## src/rtl/sup_pkg.sv

```systemverilog
// Package: shared types and width helpers for the supervisor.
// Assumes all counts are small positive integers.
package sup_pkg;

    // States of the watchdog window judge.
    typedef enum logic [1:0] {
        WD_IDLE   = 2'd0,
        WD_ARMED  = 2'd1,
        WD_TIMING = 2'd2,
        WD_FAULT  = 2'd3
    } wd_state_e;

    // Bits needed to hold values 0..v.
    function automatic int bits_for(input int v);
        return (v < 1) ? 1 : $clog2(v + 1);
    endfunction

endpackage

```

## src/rtl/kick_edge_sync.sv

```systemverilog
// Module: brings an asynchronous kick input into the clock domain
// through STAGES flops, then flags a one-cycle falling edge.
// Assumes the kick idles high; reset loads the chain with ones.
module kick_edge_sync #(
    parameter int STAGES = 2
) (
    input  logic clk,
    input  logic rst_n,
    input  logic kick_async,
    output logic fall
);
    logic [STAGES-1:0] chain;
    logic              prev;

    // Synchronizer chain, one flop per stage.
    generate
        for (genvar g = 0; g < STAGES; g++) begin : g_stage
            if (g == 0) begin : g_first
                always_ff @(posedge clk) begin
                    if (!rst_n) chain[0] <= 1'b1;
                    else        chain[0] <= kick_async;
                end
            end else begin : g_next
                always_ff @(posedge clk) begin
                    if (!rst_n) chain[g] <= 1'b1;
                    else        chain[g] <= chain[g-1];
                end
            end
        end
    endgenerate

    // Previous synchronized value, used for edge detection.
    always_ff @(posedge clk) begin
        if (!rst_n) prev <= 1'b1;
        else        prev <= chain[STAGES-1];
    end

    assign fall = prev & ~chain[STAGES-1];
endmodule

```

## src/rtl/hold_timer.sv

```systemverilog
// Module: saturating delay counter. Clear forces the count to zero.
// Otherwise the count climbs to DELAY and stays there.
// LOOKAHEAD=0 flags expiry once the count sits at DELAY.
// LOOKAHEAD=1 flags the last cycle before that, so a registered
// consumer can act at the DELAY-th edge. Assumes DELAY >= 1.
module hold_timer #(
    parameter int DELAY     = 8,
    parameter bit LOOKAHEAD = 1'b0
) (
    input  logic clk,
    input  logic rst_n,
    input  logic clear,
    output logic expire
);
    localparam int CW = sup_pkg::bits_for(DELAY);
    localparam logic [CW-1:0] LIMIT = CW'(DELAY);
    localparam logic [CW-1:0] LIMIT_M1 = CW'(DELAY - 1);

    logic [CW-1:0] cnt;

    // Count clean cycles, saturating at the limit.
    always_ff @(posedge clk) begin
        if (!rst_n)             cnt <= '0;
        else if (clear)         cnt <= '0;
        else if (cnt != LIMIT)  cnt <= cnt + 1'b1;
    end

    // Pick the expiry flavour.
    generate
        if (LOOKAHEAD) begin : g_early
            assign expire = !clear && (cnt == LIMIT_M1);
        end else begin : g_late
            assign expire = (cnt == LIMIT);
        end
    endgenerate
endmodule

```

## src/rtl/window_judge.sv

```systemverilog
// Module: watchdog state machine. It measures the cycles between
// counted falling edges and enters FAULT on an early edge or a
// too-long silence. It leaves FAULT when the pulse timer ends.
// Assumes 1 <= WIN_MIN <= WIN_MAX.
module window_judge #(
    parameter int WIN_MIN = 10,
    parameter int WIN_MAX = 30
) (
    input  logic clk,
    input  logic rst_n,
    input  logic active,
    input  logic fall,
    input  logic pulse_end,
    output logic fault_on
);
    import sup_pkg::*;

    localparam int IW = bits_for(WIN_MAX);
    localparam logic [IW-1:0] MIN_V = IW'(WIN_MIN);
    localparam logic [IW-1:0] MAX_V = IW'(WIN_MAX);

    wd_state_e     state;
    logic [IW-1:0] icnt;
    logic [IW-1:0] elapsed;

    assign elapsed = icnt + 1'b1;

    // Window tracking: arm, time, judge, and hold the fault.
    always_ff @(posedge clk) begin
        if (!rst_n || !active) begin
            state <= WD_IDLE;
            icnt  <= '0;
        end else begin
            unique case (state)
                WD_IDLE: begin
                    state <= WD_ARMED;
                    icnt  <= '0;
                end
                WD_ARMED: begin
                    if (fall) begin
                        state <= WD_TIMING;
                        icnt  <= '0;
                    end
                end
                WD_TIMING: begin
                    if (fall) begin
                        if (elapsed < MIN_V) state <= WD_FAULT;
                        icnt <= '0;
                    end else if (elapsed == MAX_V) begin
                        state <= WD_FAULT;
                        icnt  <= '0;
                    end else begin
                        icnt <= elapsed;
                    end
                end
                WD_FAULT: begin
                    if (pulse_end) begin
                        state <= WD_ARMED;
                        icnt  <= '0;
                    end
                end
                default: state <= WD_IDLE;
            endcase
        end
    end

    assign fault_on = (state == WD_FAULT);
endmodule

```

## src/rtl/window_watchdog_sup.sv

```systemverilog
// Top: reset supervisor plus windowed watchdog. Power-up and supply
// or shutdown faults hold sys_rst_n low, and it releases RST_DELAY
// cycles after all is clean. Watchdog faults pulse wd_out_n low for
// the same delay. Assumes sense_ok, shutdown and wd_en are
// synchronous to clk; kick may be asynchronous.
module window_watchdog_sup #(
    parameter int RST_DELAY   = 8,
    parameter int WIN_MIN     = 10,
    parameter int WIN_MAX     = 30,
    parameter int SYNC_STAGES = 2
) (
    input  logic clk,
    input  logic rst_n,
    input  logic sense_ok,
    input  logic shutdown,
    input  logic wd_en,
    input  logic kick,
    output logic sys_rst_n,
    output logic wd_out_n
);
    logic hold;
    logic rst_done;
    logic kick_fall;
    logic fault_on;
    logic pulse_end;

    assign hold = !sense_ok || shutdown;

    // Reset release timer.
    hold_timer #(.DELAY(RST_DELAY), .LOOKAHEAD(1'b0)) u_rst_timer (
        .clk    (clk),
        .rst_n  (rst_n),
        .clear  (hold),
        .expire (rst_done)
    );

    assign sys_rst_n = rst_done && !hold;

    // Kick synchronizer and edge detector.
    kick_edge_sync #(.STAGES(SYNC_STAGES)) u_kick (
        .clk        (clk),
        .rst_n      (rst_n),
        .kick_async (kick),
        .fall       (kick_fall)
    );

    // Window state machine.
    window_judge #(.WIN_MIN(WIN_MIN), .WIN_MAX(WIN_MAX)) u_judge (
        .clk       (clk),
        .rst_n     (rst_n),
        .active    (wd_en && !shutdown),
        .fall      (kick_fall),
        .pulse_end (pulse_end),
        .fault_on  (fault_on)
    );

    // Fault pulse stretcher, same delay as reset.
    hold_timer #(.DELAY(RST_DELAY), .LOOKAHEAD(1'b1)) u_pulse_timer (
        .clk    (clk),
        .rst_n  (rst_n),
        .clear  (!fault_on),
        .expire (pulse_end)
    );

    assign wd_out_n = !(fault_on && !shutdown);
endmodule

```

## config.mk

```make
export PLATFORM = sky130hd
export DESIGN_NAME = window_watchdog_sup
export DESIGN_NICKNAME = d
export VERILOG_FILES = /design/src/rtl/sup_pkg.sv /design/src/rtl/kick_edge_sync.sv /design/src/rtl/hold_timer.sv /design/src/rtl/window_judge.sv /design/src/rtl/window_watchdog_sup.sv
export SDC_FILE = /design/constraint.sdc
export NUM_CORES = 1
export LEC_CHECK = 0
export CAP_MARGIN = 5
export CORE_MARGIN = 2
export CORE_UTILIZATION = 54
export CTS_CLUSTER_SIZE = 8
export DETAILED_ROUTE_END_ITERATION = 10
export PLACE_DENSITY = 0.73
export SYNTH_ARGS = -nofsm -noshare
export SYNTH_HDL_FRONTEND = slang
export SYNTH_SLANG_ARGS = --single-unit
```

## constraint.sdc

```tcl
create_clock -name clk -period 2.3 [get_ports clk]
set_clock_uncertainty 0.15 [all_clocks]
set_input_delay 0.69 -clock clk [delete_from_list [all_inputs] [get_ports clk]]
set_output_delay 0.69 -clock clk [all_outputs]
set_load 0.005 [all_outputs]
```

==> results.py <==
metrics = {
    "synth": {
        "synth_top_family_by_area": "simple AND/OR/NAND/NOR gates",
        "synthAdderAreaFrac": 0.105,
        "synth.avg_cell_area_sq_um": 9.00,
        "ys_types": 32,
        "synthMuxAreaShare": 0.0199,
        "ys_dominant_reg_cell": "dfxtp_1",
        "synth_seq_area_share": 0.336,
        "synth_warnings": 0,
        "ys_seq_elements": 18,
        "synth_nets": 134,
        "synthXorXnorAreaFrac": 0.0572,
        "synth_edf_count": 0,
        "synth_compound_gate_area_share": 0.130,
        "syn_area_sq_um": 1070,
        "async_flop_share": 0,
        "yosys.area_share.simple": 0.292,
        "syn-instance-count": 119,
    },
    "cts": {
        "cts_tree": "done",
        "path_clk_slew_ps": 100,
        "numCtsBuffers": 3,
        "cts_sinks": 18,
        "clk_path_buf_depth": 2,
        "clock_latency_ps": 280,
        "htreeDepth": 1,
        "clock-root-buffer": "clkbuf_4",
    },
    "global_route": {
        "grt_pass1_wl_um": 3270,
        "met3_usage": 0.0401,
        "antenna_found_initial": 0,
        "met2_usage": 0.303,
        "grt_overflow": 0,
        "grt_pass1_vias": 799,
        "gr-max-usage-layer": "met2",
        "grt_start_max_net_pins": 12,
        "grt_util_met1": 0.209,
        "track_usage": 0.173,
    },
    "detailed_routing": {
        "routed_wl_um": 1860,
        "vias": 842,
        "postRouteAntennaNets": 0,
        "wl_per_cell_um": 11.4,
        "post-route-drc-count": 0,
        "drt_iter0_drc": 5,
        "drtPass1Iterations": 4,
        "viasPerCell": 5.17,
    },
    "flow_run": {
        "maxCapViolCount": 0,
    },
    "power_and_ir_drop": {
        "pwr-share-comb": 0.074,
        "power.leakage_nw": 0.458,
        "seqPwrFrac": 0.632,
        "p_switching_mw": 0.107,
        "p_int_mw": 0.396,
        "p_per_area_nw_per_um2": 399,
        "p_sw_frac": 0.212,
        "clockPowerShare": 0.295,
        "vdd_drop_max_mv": 0.352,
    },
    "final_layout": {
        "antenna_cells": 0,
        "drive_above_1_share": 0.213,
        "nNetsFinal": 153,
        "post-route-cell-area_sq_um": 1260,
        "fin_util": 0.656,
        "syn_to_final_growth_pct": 17.8,
        "fill_cells": 179,
    },
    "placed_design": {
        "place.gp.congestion": 0.781,
        "placed_area_sq_um": 1210,
        "portBuffers": 7,
        "hpwl_um": 1460,
    },
    "timing": {
        "fin_setup_tns_ps": 0,
        "slew_headroom": 0.742,
        "hold_viol": 0,
        "maxSlewViolCount": 0,
        "final-setup-viol-count": 0,
        "worst_pin_slew_ps": 387,
        "max_freq_mhz": 451,
        "rsz0062_at_grt": "false",
        "fin_hold_ws_ps": 263,
        "period_needed_ps": 2220,
        "finalCritPeriodShare": 0.965,
    },
    "worst_hold_path": {
        "min_to": "u_kick.chain[1]$_SDFF_PN1_",
        "hold_class": "reg2reg",
        "holdCritStartpoint": "u_kick.chain[0]$_SDFF_PN1_",
        "hold_path_depth": 1,
    },
    "floorplan": {
        "die-height_um": 48.5,
        "num_rows": 16,
        "chipWidth_um": 48.5,
        "die-area_sq_um": 2360,
        "start_util": 0.557,
        "io_pins": 8,
        "core_sq_um": 1920,
    },
    "setup_path": {
        "reg2reg_from": "u_judge.icnt[1]$_SDFFE_PP0P_",
        "crit_required_ps": 1460,
        "end_kind": "primary output",
        "path_class": "reg2out",
        "start_kind": "register",
        "worstPathArrival_ps": 1380,
        "path_max_fanout": 4,
        "r2r_end": "u_judge.state[1]$_SDFFE_PP0P_",
        "reg2reg_depth": 6,
        "r2r_slack_ps": 280,
    },
    "run_status": {
        "status": "finished, final reports clean",
    },
}
-- synthesized netlist by cell type, drive strengths merged (2+ instances only) --
library cell	instances	area [sq um]
a211oi	3	32.5
a21oi	8	40.0
a31oi	2	12.5
and2b	2	17.5
buf	2	22.5
dfxtp	18	360
ha	9	113
inv	9	41.3
nand2	13	51.3
nand2b	6	37.5
nand3	5	25.0
nand3b	8	60.1
nand4	2	12.5
nor2	11	41.3
or2	2	12.5
xnor2	5	43.8
xor2	2	17.5
-- metrics by stage --
stage | power [mW] | cells | setup slack, ps
2_1_floorplan | 0.342 | 119 | 361
3_3_place_gp | 0.359 | 159 | -396
3_5_place_dp | 0.361 | 159 | -407
4_1_cts | 0.512 | 162 | 19.4
5_1_grt | 0.529 | 163 | 12.4
6_report | 0.503 | 163 | 81.3
-- layout by cell type (no fill, tap or decap), types with 2 or more instances in the layout --
cell / n
xor2_1: 2
dlygate4sd2_1: 2
a31oi_1: 2
and2b_2: 2
inv_2: 2
ha_1: 8
nand4_1: 2
buf_4: 9
a21oi_1: 8
clkdlybuf4s50_1: 3
xnor2_1: 5
nand2b_1: 6
a211oi_2: 2
nor2_1: 11
inv_1: 6
clkbuf_4: 3
dfxtp_1: 17
nand2_2: 2
nand3b_1: 8
nand2_1: 11
nand3_1: 5
-- cell type report --
class	instances	area [sq um]	area share
tap	27	33.8	0.0268
clock buffer	3	22.5	0.0179
inverter	9	41.3	0.0327
timing repair buffer	16	133	0.105
multi-input combinational	90	669	0.531
sequential	18	362	0.287
-- worst max-delay path by stage --
stage | startpoint | to | slack, ps | depth (start not counted)
after global routing | u_rst_timer.cnt[1]$_SDFFE_PP0N_ | sys_rst_n | 10 | 6
after detailed placement | sense_ok | sys_rst_n | -410 | 3
final | u_rst_timer.cnt[1]$_SDFFE_PP0N_ | sys_rst_n | 80 | 6
after global placement | sense_ok | sys_rst_n | -400 | 3
after CTS | sense_ok | sys_rst_n | 20 | 3
after floorplan | u_rst_timer.cnt[0]$_SDFFE_PP0N_ | sys_rst_n | 360 | 5
-- routing by layer --
metal	vias up	share of wire
met3	2	0.024
met5	-	0
met2	8	0.49
met4	0	0.0043
li1	443	-
met1	389	0.48
-- cells by family after synthesis --
logic type      Yosys count
mux                       2
flops                    18
compound gates           18
xor+xnor                  7
buf+inv                  11
simple gates             54
fa+ha+maj                 9
-- power groups by stage --
stage	registers (mW)	clock network (mW)	logic, mW
final	0.318	0.148	0.0370
after global routing	0.318	0.169	0.0408
after CTS	0.317	0.159	0.0359
after detailed placement	0.325	0	0.0362
after global placement	0.325	0	0.0349
after floorplan	0.325	0	0.0175
-- repair_timing --
item                       in CTS  in global routing
gates resized for setup         8                  7
hold buffers                    0                  0
buffers inserted                0                  1
pin swaps                       0                  2
gates cloned                    0                  0
setup endpoints to repair       2                  1
-- worst max-delay path, stage by stage (launching register included) --
cell     delay, ps
dfxtp_2        330
inv_2           60
ha_4           120
nand2_2         50
or2_4          270
nor3b_2        140
buf_2          120
-- flip-flops by register name, indices dropped and copies added (netlist names) --
register	count
u_judge.icnt	5
u_pulse_timer.cnt	4
u_rst_timer.cnt	4
u_kick.prev	1
u_judge.state	2
u_kick.chain	2
Note: power is estimated with default switching activity, not from simulation.
